File: config.mk
export PLATFORM = sky130hd
export DESIGN_NAME = bitop_unit
export DESIGN_NICKNAME = d
export VERILOG_FILES = /design/src/rtl/bitop_pkg.sv /design/src/rtl/bitop_decode.sv /design/src/rtl/bitop_alu.sv /design/src/rtl/bitop_unit.sv
export SDC_FILE = /design/constraint.sdc
export NUM_CORES = 1
export LEC_CHECK = 0
export BUFFER_PORTS_ARGS = -buffer_cell sky130_fd_sc_hd__buf_4
export CAP_MARGIN = 20
export CORE_UTILIZATION = 30
export DETAILED_ROUTE_END_ITERATION = 16
export SYNTH_ARGS = -nofsm -noshare
export SYNTH_HDL_FRONTEND = slang
export SYNTH_SLANG_ARGS = --single-unit
File: constraint.sdc
create_clock -name clk -period 3.92 [get_ports clk]
set_clock_uncertainty 0.05 [all_clocks]
set_input_delay 0.784 -clock clk [delete_from_list [all_inputs] [get_ports clk]]
set_output_delay 0.784 -clock clk [all_outputs]
set_load 0.02 [all_outputs]
File: src/rtl/bitop_pkg.sv
// Shared types and encodings for the single-bit execute unit.
// Assumes a 64-bit datapath, so immediate indices are at most 6 bits wide.
package bitop_pkg;
    typedef enum logic [1:0] {
        BOP_SET = 2'd0,
        BOP_CLR = 2'd1,
        BOP_INV = 2'd2,
        BOP_EXT = 2'd3
    } bop_e;

    typedef struct packed {
        bop_e       op;
        logic       word;
        logic       use_imm;
        logic [5:0] shamt;
        logic       illegal;
    } bop_ctl_t;

    localparam logic [6:0] OPC_REG   = 7'b0110011;
    localparam logic [6:0] OPC_REGW  = 7'b0111011;
    localparam logic [6:0] OPC_IMM   = 7'b0010011;
    localparam logic [6:0] OPC_IMMW  = 7'b0011011;
    localparam logic [6:0] F7_SET    = 7'b0010100;
    localparam logic [6:0] F7_CLR    = 7'b0100100;
    localparam logic [6:0] F7_INV    = 7'b0110100;
    localparam logic [2:0] F3_MOD    = 3'b001;
    localparam logic [2:0] F3_EXT    = 3'b101;
endpackage

File: src/rtl/bitop_decode.sv
// Decoder: maps an instruction word to operation, width form, index source
// and shift amount. Assumes only the four major opcodes in bitop_pkg.
module bitop_decode
    import bitop_pkg::*;
(
    input  logic [31:0] insn,
    output bop_ctl_t    ctl
);
    logic [6:0] opc;
    logic [2:0] f3;
    logic [6:0] f7;
    logic       unused_fields;

    assign opc = insn[6:0];
    assign f3  = insn[14:12];
    assign f7  = insn[31:25];
    assign unused_fields = ^{insn[19:15], insn[11:7]};

    // Classify the opcode, then match the function fields for that form.
    always_comb begin
        ctl         = '0;
        ctl.op      = BOP_SET;
        ctl.illegal = 1'b1;
        unique case (opc)
            OPC_REG, OPC_REGW: begin
                ctl.word = (opc == OPC_REGW);
                if (f3 == F3_MOD) begin
                    ctl.illegal = 1'b0;
                    if (f7 == F7_SET)      ctl.op = BOP_SET;
                    else if (f7 == F7_CLR) ctl.op = BOP_CLR;
                    else if (f7 == F7_INV) ctl.op = BOP_INV;
                    else                   ctl.illegal = 1'b1;
                end else if (f3 == F3_EXT && f7 == F7_CLR) begin
                    ctl.op      = BOP_EXT;
                    ctl.illegal = 1'b0;
                end
            end
            OPC_IMM: begin
                ctl.use_imm = 1'b1;
                ctl.shamt   = insn[25:20];
                if (f3 == F3_MOD) begin
                    ctl.illegal = 1'b0;
                    if (insn[31:26] == F7_SET[6:1])      ctl.op = BOP_SET;
                    else if (insn[31:26] == F7_CLR[6:1]) ctl.op = BOP_CLR;
                    else if (insn[31:26] == F7_INV[6:1]) ctl.op = BOP_INV;
                    else                                 ctl.illegal = 1'b1;
                end else if (f3 == F3_EXT && insn[31:26] == F7_CLR[6:1]) begin
                    ctl.op      = BOP_EXT;
                    ctl.illegal = 1'b0;
                end
            end
            OPC_IMMW: begin
                ctl.use_imm = 1'b1;
                ctl.word    = 1'b1;
                ctl.shamt   = {1'b0, insn[24:20]};
                if (f3 == F3_MOD) begin
                    ctl.illegal = 1'b0;
                    if (f7 == F7_SET)      ctl.op = BOP_SET;
                    else if (f7 == F7_CLR) ctl.op = BOP_CLR;
                    else if (f7 == F7_INV) ctl.op = BOP_INV;
                    else                   ctl.illegal = 1'b1;
                end
            end
            default: ctl.illegal = 1'b1;
        endcase
    end
endmodule

File: src/rtl/bitop_alu.sv
// Datapath: builds the one-hot mask from the masked index and applies the
// operation. Word forms fold the index to WORD_W and sign-extend the result.
// Assumes XLEN is 64 so the decoded immediate matches the index width.
module bitop_alu
    import bitop_pkg::*;
#(
    parameter int XLEN   = 64,
    parameter int WORD_W = 32
) (
    input  bop_ctl_t        ctl,
    input  logic [XLEN-1:0] rs1,
    input  logic [XLEN-1:0] rs2,
    output logic [XLEN-1:0] result
);
    localparam int IDXW  = $clog2(XLEN);
    localparam int WIDXW = $clog2(WORD_W);

    logic [IDXW-1:0] idx_src;
    logic [IDXW-1:0] idx;
    logic [XLEN-1:0] mask;
    logic [XLEN-1:0] raw;
    logic            unused_rs2;

    assign unused_rs2 = ^rs2[XLEN-1:IDXW];

    // Choose the index source and fold it to the active width.
    always_comb begin
        idx_src = ctl.use_imm ? ctl.shamt[IDXW-1:0] : rs2[IDXW-1:0];
        idx     = ctl.word ? {{(IDXW-WIDXW){1'b0}}, idx_src[WIDXW-1:0]} : idx_src;
        mask    = {{(XLEN-1){1'b0}}, 1'b1} << idx;
    end

    // Apply the operation, then the width and legality adjustments.
    always_comb begin
        unique case (ctl.op)
            BOP_SET: raw = rs1 | mask;
            BOP_CLR: raw = rs1 & ~mask;
            BOP_INV: raw = rs1 ^ mask;
            default: raw = {{(XLEN-1){1'b0}}, rs1[idx]};
        endcase
        if (ctl.illegal)
            result = '0;
        else if (ctl.word && ctl.op != BOP_EXT)
            result = {{(XLEN-WORD_W){raw[WORD_W-1]}}, raw[WORD_W-1:0]};
        else
            result = raw;
    end


    always_comb begin
        ext_upper_zero_chk: assert (ctl.illegal || ctl.op != BOP_EXT || result[XLEN-1:1] == '0);
    end
endmodule

File: src/rtl/bitop_unit.sv
// Top: decoder plus datapath, with one register stage at the output.
// Inputs are taken on a clock edge where valid_in is high; the outputs hold
// otherwise. Reset is synchronous and active low.
module bitop_unit
    import bitop_pkg::*;
#(
    parameter int XLEN   = 64,
    parameter int WORD_W = 32
) (
    input  logic            clk,
    input  logic            rst_n,
    input  logic            valid_in,
    input  logic [31:0]     insn,
    input  logic [XLEN-1:0] rs1,
    input  logic [XLEN-1:0] rs2,
    output logic            valid_out,
    output logic [4:0]      rd_out,
    output logic [XLEN-1:0] result_out,
    output logic            illegal_out
);
    bop_ctl_t        ctl;
    logic [XLEN-1:0] result_c;

    bitop_decode u_dec (
        .insn (insn),
        .ctl  (ctl)
    );

    bitop_alu #(.XLEN(XLEN), .WORD_W(WORD_W)) u_alu (
        .ctl    (ctl),
        .rs1    (rs1),
        .rs2    (rs2),
        .result (result_c)
    );

    // Output register stage: load on valid_in, track valid.
    always_ff @(posedge clk) begin
        if (!rst_n) begin
            valid_out   <= 1'b0;
            rd_out      <= '0;
            result_out  <= '0;
            illegal_out <= 1'b0;
        end else begin
            valid_out <= valid_in;
            if (valid_in) begin
                rd_out      <= insn[11:7];
                result_out  <= result_c;
                illegal_out <= ctl.illegal;
            end
        end
    end


    valid_follow_chk: assert property (@(posedge clk) disable iff (!rst_n)
        valid_in |=> valid_out);

    valid_drop_chk: assert property (@(posedge clk) disable iff (!rst_n)
        !valid_in |=> !valid_out);

    rd_capture_chk: assert property (@(posedge clk) disable iff (!rst_n)
        valid_in |=> rd_out == $past(insn[11:7]));

    illegal_zero_chk: assert property (@(posedge clk) disable iff (!rst_n)
        valid_in && ctl.illegal |=> illegal_out && result_out == '0);

    word_sext_chk: assert property (@(posedge clk) disable iff (!rst_n)
        valid_in && !ctl.illegal && ctl.word && ctl.op != BOP_EXT
        |=> result_out[XLEN-1:WORD_W] == {(XLEN-WORD_W){result_out[WORD_W-1]}});

    single_bit_chk: assert property (@(posedge clk) disable iff (!rst_n)
        valid_in && !ctl.illegal && !ctl.word && ctl.op != BOP_EXT
        |=> $countones(result_out ^ $past(rs1)) <= 1);

    ext_zero_ext_chk: assert property (@(posedge clk) disable iff (!rst_n)
        valid_in && !ctl.illegal && ctl.op == BOP_EXT |=> result_out[XLEN-1:1] == '0);
endmodule

# == After elaboration in Yosys (flattened, before gate mapping) ==
# Cells that the tools add are included.
# totals
wordCells,63
ff_bits,71
output_inout_bits,71
inputBits,163
# classes
n_eq_ne,15
bitwise,4
order_cmp,1
n_mux,33
n_reduce_logical,5
shift,1
# ops
op,n
$pmux 64 s3,1
$mux 64,2
$and 64x64->64,1
$not 64->64,1
$or 64x64->64,1
$shl 1x6->64 const A,1
$xor 64x64->64,1
$eq 7x6->1 const B,4
$mux 2,11
$eq 7x5->1 const B,3
$pmux 7 s2,1
$eq 6x5->1 const B,2
$mux 1,12
$mux 6,2
$lt 6x7->1 const B,1
$bmux 1 s6,1
$eq 6x4->1 const B,1
$pmux 2 s3,1
$eq 3x1->1 const B,1
$eq 3x3->1 const B,1
$logic_and 1x1->1,3
$pmux 1 s3,1
$eq 2x1->1 const B,1
$eq 2x2->1 const B,1
other kinds (4),4

# == Depth between registers and ports, before layout ==
# Gate-level depths: netlist of run 1.
# logic_depth
ltp_word,10
depth_mapped,14
depth_no_buf,12

# == Hierarchy ==
# From an unflattened synthesis of run 1, not the netlist that was laid out.
# hier_totals
cells_unflattened,1040
area_unflattened_um2,7887.6
# modules_own_cells
module,seq_area_each_um2,cells_each,area_each_um2,instances
bitop_alu,0.0,787,4973.5,1
bitop_unit,1421.4,227,2708.8,1
bitop_decode,0.0,26,205.2,1

# == Least setup slack after synthesis of run 1 ==
# Ideal clock, no wire load.
# synth_timing
path_kind,input-to-reg
start,input port insn[6]
end,register result_out[47]
setup_slack_ns,0.040
t_required_ns,3.749
arrival_ns,3.709
setup_time_ns,0.121
stages,14
n_path_buf,3
cell_sequence,or3b_4 -> nor3_4 -> buf_6 -> mux2_2 -> clkbuf_1 -> and3_1 -> nand2_1 -> ha_1 -> or2_1 -> a32oi_2 -> a21oi_1 -> nand2_1 -> buf_2 -> o21ai_1
# synth_via
elab_chain_cells,10
elab_cells_between_ends,24
classes_between,eq/ne (7); shift (1); mux (9); bitwise (4); reduce/logical (3)
# synth_lines
element,line_no,text
from (decl),bitop_unit.sv:13,"input logic [31:0] insn,"
$eq 7x5->1 (tied with other cells),bitop_decode.sv:24,unique case (opc)
$pmux 7 s2 / $reduce_or 2->1 (equally long branches),bitop_decode.sv:24,
$mux 6 / $pmux 1 s2 (equally long branches),"bitop_alu.sv:28, bitop_decode.sv:24",
$mux 6,bitop_alu.sv:29,"idx = ctl.word ? {{(IDXW-WIDXW){1'b0}}, idx_src[WIDXW-1:0]} : idx_src;"
$shl 1x6->64,bitop_alu.sv:30,"mask = {{(XLEN-1){1'b0}}, 1'b1} << idx;"
$not 64->64,bitop_alu.sv:37,BOP_CLR: raw = rs1 & ~mask;
$and 64x64->64,bitop_alu.sv:37,
$pmux 64 s3,bitop_alu.sv:35,unique case (ctl.op)
$mux 64,bitop_alu.sv:43,else if (ctl.word && ctl.op != BOP_EXT)
$mux 64 *,bitop_alu.sv:41,if (ctl.illegal)
to (signal assigned),bitop_unit.sv:47,result_out <= result_c;
to (decl),bitop_unit.sv:18,"output logic [XLEN-1:0] result_out,"
# Every way passes the cells marked *; elsewhere a longest branch is shown, timed or not.
# A chain may end at the register's enable or synchronous reset.

# == Worst setup path after layout of run 1 ==
# layout_timing
start,input port insn[6]
end,register result_out[51]
# The elaborated chain is that of the path after synthesis.

==> results of run 1 <==
state kept, by name, indices dropped and copies added (netlist names):
register / count
result_out: 64
rd_out: 5
illegal_out: 1
valid_out: 1
cell usage in the layout, fill, tap and decap left out, drive strengths merged, types with 11 or more instances in the layout:
| cell type | count |
|---|---|
| a211oi | 50 |
| a21oi | 61 |
| a221oi | 18 |
| and2 | 44 |
| buf | 265 |
| clkbuf | 11 |
| dfxtp | 71 |
| ha | 128 |
| inv | 106 |
| mux2i | 19 |
| nand2 | 122 |
| nor2 | 78 |
| nor2b | 17 |
| o21ai | 24 |
| o221ai | 12 |
| o22ai | 45 |
critical path, stage by stage:
cell and delay (ns):
buf_4 0.11, or3b_4 0.43, nor3_4 0.24, buf_12 0.16, mux2i_1 0.42, nand2_1 0.14, nor2_1 0.25, nand2_1 0.13
ha_1 0.29, nor2_1 0.10, a211oi_1 0.06, a211oi_1 0.33, buf_4 0.18, o22ai_1 0.05, and2_1 0.17
metrics by stage:
step | total power, W | TNS [ns] | cell area (sq um)
after floorplan | 0.000966 | 0 | 6890
after global placement | 0.00118 | -0.349 | 9040
after detailed placement | 0.00119 | -0.349 | 9040
after CTS | 0.00205 | 0 | 9330
after global routing | 0.00212 | 0 | 9330
final | 0.00202 | 0 | 9330
final cells by class:
class                      instances  area (sq um)
clock buffer                      11           233
clock inverter                     5          58.8
fill                            2367         13200
inverter                         106           398
multi-input combinational        683          4810
sequential                        71          1420
tap                              285           357
timing repair buffer             265          2050
logic make-up (layout without fill, tap and decap cells):
logic type / after synthesis / in the layout / share of synthesized area (%)
and+or+nand+nor: 290 / 290 / 19.5
AOI/OAI and AO/OA: 240 / 240 / 23.0
buffers and inverters: 169 / 387 / 9.77
adders and majority gates: 128 / 128 / 23.3
DFF: 71 / 71 / 20.6
muxes: 24 / 24 / 3.63
xor gates and xnor gates: 1 / 1 / 0.127
per-layer routing:
layer / vias to the layer above / part of all wire, % / track usage, %
met1: 3334 / 46 / 26.5
li1: 3591 / - / -
met3: 35 / 6.5 / 4.37
met4: 0 / 2.7 / 7.71
met5: - / 0 / 0
met2: 207 / 45 / 32.6
power by group through the flow:
stage / clock, W / sequential (W) / combinational (W)
after detailed placement: 0 / 0.000744 / 0.000447
after CTS: 0.000868 / 0.000728 / 0.000450
after global placement: 0 / 0.000744 / 0.000435
after global routing: 0.000895 / 0.000728 / 0.000498
after floorplan: 0 / 0.000749 / 0.000217
final: 0.000840 / 0.000728 / 0.000450
final timing paths:
path | endpoint | slack (ns) | cells past startpoint
max | result_out[51] | 0.26 | 15
min reg2reg | result_out[36] | 0.40 | 2
max reg2reg | result_out[40] | 3.13 | 2
min | result_out[36] | 0.40 | 2
==> impl_metrics.json, run 1 <==
{
  "grt_pass1_wl_um": 37200,
  "fmax_ghz": 0.273,
  "ir_drop_v": 0.000179,
  "clock-sinks": 71,
  "grt_antenna_before_repair": 0,
  "drtPass1Iterations": 5,
  "nets": 1427,
  "place_hpwl_um": 18700,
  "grt_max_degree": 57,
  "drtIter0Drc": 454,
  "timing.final.ws_setup_ns": 0.262,
  "yosysSeqAreaShare_pct": 20.6,
  "period_share_pct": 93.3,
  "yosysMostFrequentCell": "ha_1",
  "swShare_pct": 29.1,
  "pwr_density_cell_nw_per_um2": 216,
  "p_leak_nw": 4.30,
  "ys_ff_latch": 71,
  "die_w_um": 154,
  "cts_tree": "yes",
  "criticalPathCategory": "in -> reg",
  "outcome": "completed",
  "p_int_w": 0.00143,
  "grt-ovfl-total": 0,
  "finalCoreUtilization_pct": 41.3,
  "wl_per_cell_um": 16.8,
  "async_flop_share_pct": 0,
  "yosys-top-cells-count": "ha_1, nand2_1, inv_1, nor2_1, dfxtp_1",
  "clock_latency_ns": 0.35,
  "hold_viol": 0,
  "setup_viol": 0,
  "p_switching_w": 0.000586,
  "postSynthCellCount": 923,
  "drive_gt1_share_pct": 25.9,
  "cp.arrival_ns": 3.84,
  "port_buffers": 170,
  "diodes": 0,
  "die-area_sq_um": 23600,
  "routed_wl_um": 23900,
  "syn-num-nets": 1214,
  "cp_max_fo": 6,
  "num_vias": 7167,
  "rows": 55,
  "rsz0062_at_grt": "no",
  "pre_cts_ws_ns": -0.110,
  "ioPinCount": 234,
  "ctsHtreeMaxLevel": 3,
  "synth_area_leaders": "ha_1, dfxtp_1, nand2_1, inv_1, a211oi_1",
  "ys.flop_type": "dfxtp_1",
  "track_usage_pct": 20.3,
  "gp_congestion": 0.901,
  "tightest_slew_ns": 0.573,
  "ys_warn_count": 0,
  "cp.required_ns": 4.11,
  "synth_cell_type_count": 45,
  "reg2reg_from": "result_out[40]",
  "grt_pass1_vias": 6731,
  "avgSynthCellArea_sq_um": 7.46,
  "area_delta_synth_final_pct": 35.5,
  "post_cts_buffers": 0,
  "cp-startpoint": "insn[6]",
  "drcViolationCount": 0,
  "fin_cells": 1426,
  "netlist_area_sq_um": 6890,
  "path_clk_slew_ns": 0.05,
  "period_needed_ns": 3.66,
  "seqPwrFrac_pct": 36.1,
  "clock_path_buffers": 2,
  "maxSlewHeadroom_pct": 61.8,
  "die_height_um": 154,
  "core_area_sq_um": 22600,
  "slew_viol_final": 0,
  "ant_nets": 0,
  "endpoint_kind": "flop",
  "synth-edff-count": 0,
  "dpl.cell_count": 1410,
  "cts-resized-gates": 0,
  "vias_per_cell": 5.03,
  "cts_buffers": 9,
  "hold_class": "reg -> reg",
  "initial_core_util_pct": 30.5,
  "clockRootBuffer": "clkbuf_16",
  "maxCapViolCount": 0,
  "power.clock.fraction_pct": 41.6,
  "worst_hold_slack_ns": 0.397,
  "p_comb_share_pct": 22.3,
  "synth_top_area_cell": "ha_1",
  "critPathLaunchType": "input pin",
  "hold_start": "result_out[36]",
  "cts_hold_buf": 0,
  "synth_top_area_share_pct": 23.3
}
(Power assumes the default switching activity.)
==> inputs of run 2 (changes only) <==
--- a/config.mk
+++ b/config.mk
@@ -7,8 +7,11 @@
 export LEC_CHECK = 0
 export BUFFER_PORTS_ARGS = -buffer_cell sky130_fd_sc_hd__buf_4
 export CAP_MARGIN = 20
+export CELL_PAD_IN_SITES_DETAIL_PLACEMENT = 1
+export CELL_PAD_IN_SITES_GLOBAL_PLACEMENT = 1
 export CORE_UTILIZATION = 30
 export DETAILED_ROUTE_END_ITERATION = 16
+export PLACE_DENSITY_LB_ADDON = 0.1
 export SYNTH_ARGS = -nofsm -noshare
 export SYNTH_HDL_FRONTEND = slang
 export SYNTH_SLANG_ARGS = --single-unit
==> impl_metrics.json, run 2 (synthesized netlist as in run 1, its figures left out) <==
{
  "path_cells": "buf_4, or3b_4, nor3_4, buf_12, mux2_2, nor3_1, buf_4, nand2_1, ha_1, nor2_1, a211oi_1, a211oi_1, o22ai_1, and2_1",
  "wl_per_cell_um": 17.9,
  "cpLargestDelayFamily": "simple AND/OR/NAND/NOR gates",
  "worst_hold_slack_ns": 0.402,
  "rows": 55,
  "initial_core_util_pct": 30.5,
  "grt_pass1_vias": 7603,
  "period_share_pct": 92.6,
  "maxSlewHeadroom_pct": 55.1,
  "max_stage_delay_ns": 0.48,
  "final_cell_mix": "buf_4, ha_1, nand2_1",
  "reg_top3": "result_out (64), rd_out (5)",
  "place_area_sq_um": 9280,
  "total_power_w": 0.00215,
  "pre_cts_ws_ns": -0.0577,
  "area_delta_synth_final_pct": 39.5,
  "port_buffers": 170,
  "gp_congestion": 0.814,
  "hold_class": "reg -> reg",
  "grt-ovfl-total": 0,
  "setup_viol": 0,
  "cts_buffers": 9,
  "timing.final.ws_setup_ns": 0.289,
  "endpoint_kind": "flop",
  "maxCapViolCount": 0,
  "diodes": 0,
  "grt_pass1_wl_um": 41900,
  "die_height_um": 154,
  "cp_max_fo": 7,
  "cts_tree": "yes",
  "cts_hold_buf": 0,
  "seqPwrFrac_pct": 33.7,
  "period_needed_ns": 3.63,
  "core_area_sq_um": 22600,
  "clock-sinks": 71,
  "post_cts_buffers": 0,
  "drive_gt1_share_pct": 27.9,
  "rsz0062_at_grt": "no",
  "tightest_slew_ns": 0.674,
  "fmax_ghz": 0.275,
  "die_w_um": 154,
  "ant_nets": 0,
  "power.clock.fraction_pct": 44.3,
  "layout_commonest_cell": "buf_4",
  "outcome": "completed",
  "p_int_w": 0.00151,
  "cp.required_ns": 4.12,
  "clockRootBuffer": "clkbuf_16",
  "drtPass1Iterations": 7,
  "num_vias": 7334,
  "crit_buf_inv": 3,
  "cp.arrival_ns": 3.83,
  "ctsHtreeMaxLevel": 3,
  "cpMaxStageDelayCell": "nor3_1",
  "ioPinCount": 234,
  "design_area_sq_um": 9610,
  "drtIter0Drc": 303,
  "top_register": "result_out",
  "grt_max_degree": 57,
  "swShare_pct": 29.7,
  "slew_viol_final": 0,
  "finalCoreUtilization_pct": 42.6,
  "ir_drop_v": 0.000173,
  "p_switching_w": 0.000641,
  "path_clk_slew_ns": 0.07,
  "hold_viol": 0,
  "die-area_sq_um": 23600,
  "clock_latency_ns": 0.35,
  "p_comb_share_pct": 22.0,
  "track_usage_pct": 22.8,
  "vias_per_cell": 5.04,
  "p_leak_nw": 4.47,
  "routed_wl_um": 26100,
  "grt_antenna_before_repair": 0,
  "place_hpwl_um": 20100,
  "cts-resized-gates": 0,
  "clock_path_buffers": 2,
  "criticalPathCategory": "in -> reg",
  "drcViolationCount": 0,
  "pwr_density_cell_nw_per_um2": 224,
  "largest_reg_flops": 64,
  "nets": 1455,
  "critPathLaunchType": "input pin"
}
==> run 2: area by class of cell <==
cell class | instances | area (sq um)
repair buffers | 293 | 2290
clock buffers | 9 | 225
flip-flops and latches | 71 | 1420
clock inverters | 7 | 104
well taps | 285 | 357
multi-input cells | 683 | 4820
fillers | 2843 | 13000
inverters | 106 | 398
==> run 2: power by group through the flow <==
stage	Sequential (W)	Combinational, W	Clock (W)
2_1_floorplan	0.000749	0.000217	0
3_3_place_gp	0.000744	0.000466	0
3_5_place_dp	0.000744	0.000476	0
4_1_cts	0.000727	0.000480	0.000986
5_1_grt	0.000727	0.000532	0.00100
6_report	0.000727	0.000473	0.000954
==> run 2: metal layers <==
layer  global-route usage [%]  part of all wire, %
met1                     30.5                   49
met2                     37.8                   46
met3                     3.21                  3.3
met4                     6.95                  1.8
met5                        0                    0
==> run 2: worst paths after layout <==
kind                                     start              to  slack, ns  cells past startpoint
worst max-delay path                   insn[6]  result_out[53]       0.29                     14
worst min-delay path            result_out[62]  result_out[62]       0.40                      2
worst max register to register  result_out[43]  result_out[43]       3.12                      2
worst min register to register  result_out[62]  result_out[62]       0.40                      2
==> run 2: worst reg2reg max path, cell delays in order, from the launching register on <==
cell and delay, ns:
dfxtp_1 0.32, nor2b_1 0.13, o21a_1 0.21
==> run 2: metrics by stage <==
| stage | setup TNS (ns) | std cells |
|---|---|---|
| after floorplan | 0 | 923 |
| after global routing | 0 | 1454 |
| after global placement | -0.321 | 1438 |
| final | 0 | 1454 |
| after detailed placement | -0.466 | 1438 |
| after CTS | 0 | 1454 |
==> inputs of run 3 (changes only) <==
--- a/config.mk
+++ b/config.mk
@@ -12,6 +12,7 @@
 export CORE_UTILIZATION = 30
 export DETAILED_ROUTE_END_ITERATION = 16
 export PLACE_DENSITY_LB_ADDON = 0.1
+export RECOVER_POWER = 50
 export SYNTH_ARGS = -nofsm -noshare
 export SYNTH_HDL_FRONTEND = slang
 export SYNTH_SLANG_ARGS = --single-unit
==> impl_metrics.json, run 3 (synthesized netlist as in run 1, its figures left out) <==
{
  "slew_viol_final": 0,
  "die-area_sq_um": 23600,
  "cts_tree": "yes",
  "min_to": "result_out[62]",
  "fin_cells": 1454,
  "period_share_pct": 93.2,
  "wl_per_cell_um": 18.0,
  "drive_gt1_share_pct": 22.3,
  "use_met1_pct": 30.5,
  "cp.required_ns": 4.12,
  "drtPass1Iterations": 7,
  "die_height_um": 154,
  "cts-resized-gates": 0,
  "clockRootBuffer": "clkbuf_16",
  "ir_drop_v": 0.000172,
  "clock_latency_ns": 0.35,
  "reg2reg_depth": 2,
  "grt_max_degree": 57,
  "final_cell_mix": "buf_4, ha_1, nand2_1",
  "drtIter0Drc": 290,
  "criticalPathCategory": "in -> reg",
  "tightest_slew_ns": 1.31,
  "path_clk_slew_ns": 0.07,
  "top_register": "result_out",
  "grt_pass1_wl_um": 41900,
  "die_w_um": 154,
  "period_needed_ns": 3.65,
  "dpl.cell_count": 1438,
  "routed_wl_um": 26100,
  "setup_viol": 0,
  "rr_endpoint": "result_out[41]",
  "rsz0062_at_grt": "no",
  "diodes": 0,
  "grt_antenna_before_repair": 0,
  "timing.final.ws_setup_ns": 0.267,
  "clock-sinks": 71,
  "ctsHtreeMaxLevel": 3,
  "endpoint_kind": "flop",
  "clock_path_buffers": 2,
  "cp.arrival_ns": 3.85,
  "use_met2_pct": 37.8,
  "reg2reg_from": "result_out[41]",
  "pre_cts_ws_ns": -0.0577,
  "core_area_sq_um": 22600,
  "fmax_ghz": 0.274,
  "tns_ns": 0,
  "hold_start": "result_out[62]",
  "pwr_density_cell_nw_per_um2": 230,
  "num_vias": 7335,
  "drcViolationCount": 0,
  "rows": 55,
  "area_delta_synth_final_pct": 35.9,
  "post_cts_buffers": 0,
  "grt_use_met3_pct": 3.21,
  "top_usage_layer": "met2",
  "cts_hold_buf": 0,
  "nets": 1455,
  "grt-ovfl-total": 0,
  "layout_commonest_cell": "buf_4",
  "maxSlewHeadroom_pct": 12.7,
  "track_usage_pct": 22.8,
  "place_hpwl_um": 20100,
  "critPathLaunchType": "input pin",
  "hold_class": "reg -> reg",
  "outcome": "completed",
  "port_buffers": 170,
  "ant_nets": 0,
  "grt_pass1_vias": 7603,
  "maxCapViolCount": 0,
  "initial_core_util_pct": 30.5,
  "ioPinCount": 234,
  "p_leak_nw": 4.19,
  "hold_viol": 0,
  "vias_per_cell": 5.04,
  "reg_top3": "result_out (64), rd_out (5)",
  "r2r_slack_ns": 3.10,
  "total_power_w": 0.00215,
  "cp_max_fo": 7,
  "largest_reg_flops": 64,
  "cts_buffers": 9,
  "whs_path_depth": 2,
  "gp_congestion": 0.814
}
[run 3: changes by cell type in the layout (fill, tap and decap cells not counted), sizes merged]
cell and change:
buf -67, clkbuf +67
[run 3: area by class of cell]
cell class                      count  area (sq um)
Timing Repair Buffer              293          2040
Clock inverter                      7           104
Sequential cell                    71          1420
Multi-Input combinational cell    683          4820
Clock buffer                        9           225
Inverter                          106           398
Fill cell                        2861         13200
Tap cell                          285           357
[run 3: worst max-delay path, stage by stage]
cell and delay (ns):
buf_4 0.11, or3b_4 0.43, nor3_4 0.23, buf_12 0.16
mux2_2 0.36, nor3_1 0.48, buf_4 0.22, nand2_1 0.08
ha_1 0.28, nor2_1 0.10, a211oi_1 0.05, a211oi_1 0.25
o22ai_1 0.10, and2_1 0.20
[run 3: worst max path at each step]
stage	endpoint	from	cells after the start
floorplan	result_out[47]	insn[6]	14
global placement	result_out[4]	insn[6]	15
detailed placement	result_out[4]	insn[6]	15
CTS	result_out[60]	insn[6]	14
global route	result_out[60]	insn[6]	17
finish	result_out[53]	insn[6]	14
[run 3: routing by layer]
metal  wire length (um)  vias to the layer above
met1              12700                     3519
met5                  0                        -
met2              11900                      136
met4                476                        0
li1                   -                     3654
met3                991                       26
[run 3: stage by stage]
stage	utilization [%]	cell area (sq um)	hold WS, ns
after detailed placement	41.1	9280	0.394
final	41.5	9360	0.400
after global routing	41.5	9360	0.417
after global placement	41.1	9280	0.389
after CTS	42.6	9610	0.405
after floorplan	-	6890	0.477
[run 3: report_power, final]
part | switching [W] | internal (W)
logic | 0.000251 | 0.000218
registers | 0.00000172 | 0.000725
clock network | 0.000387 | 0.000566
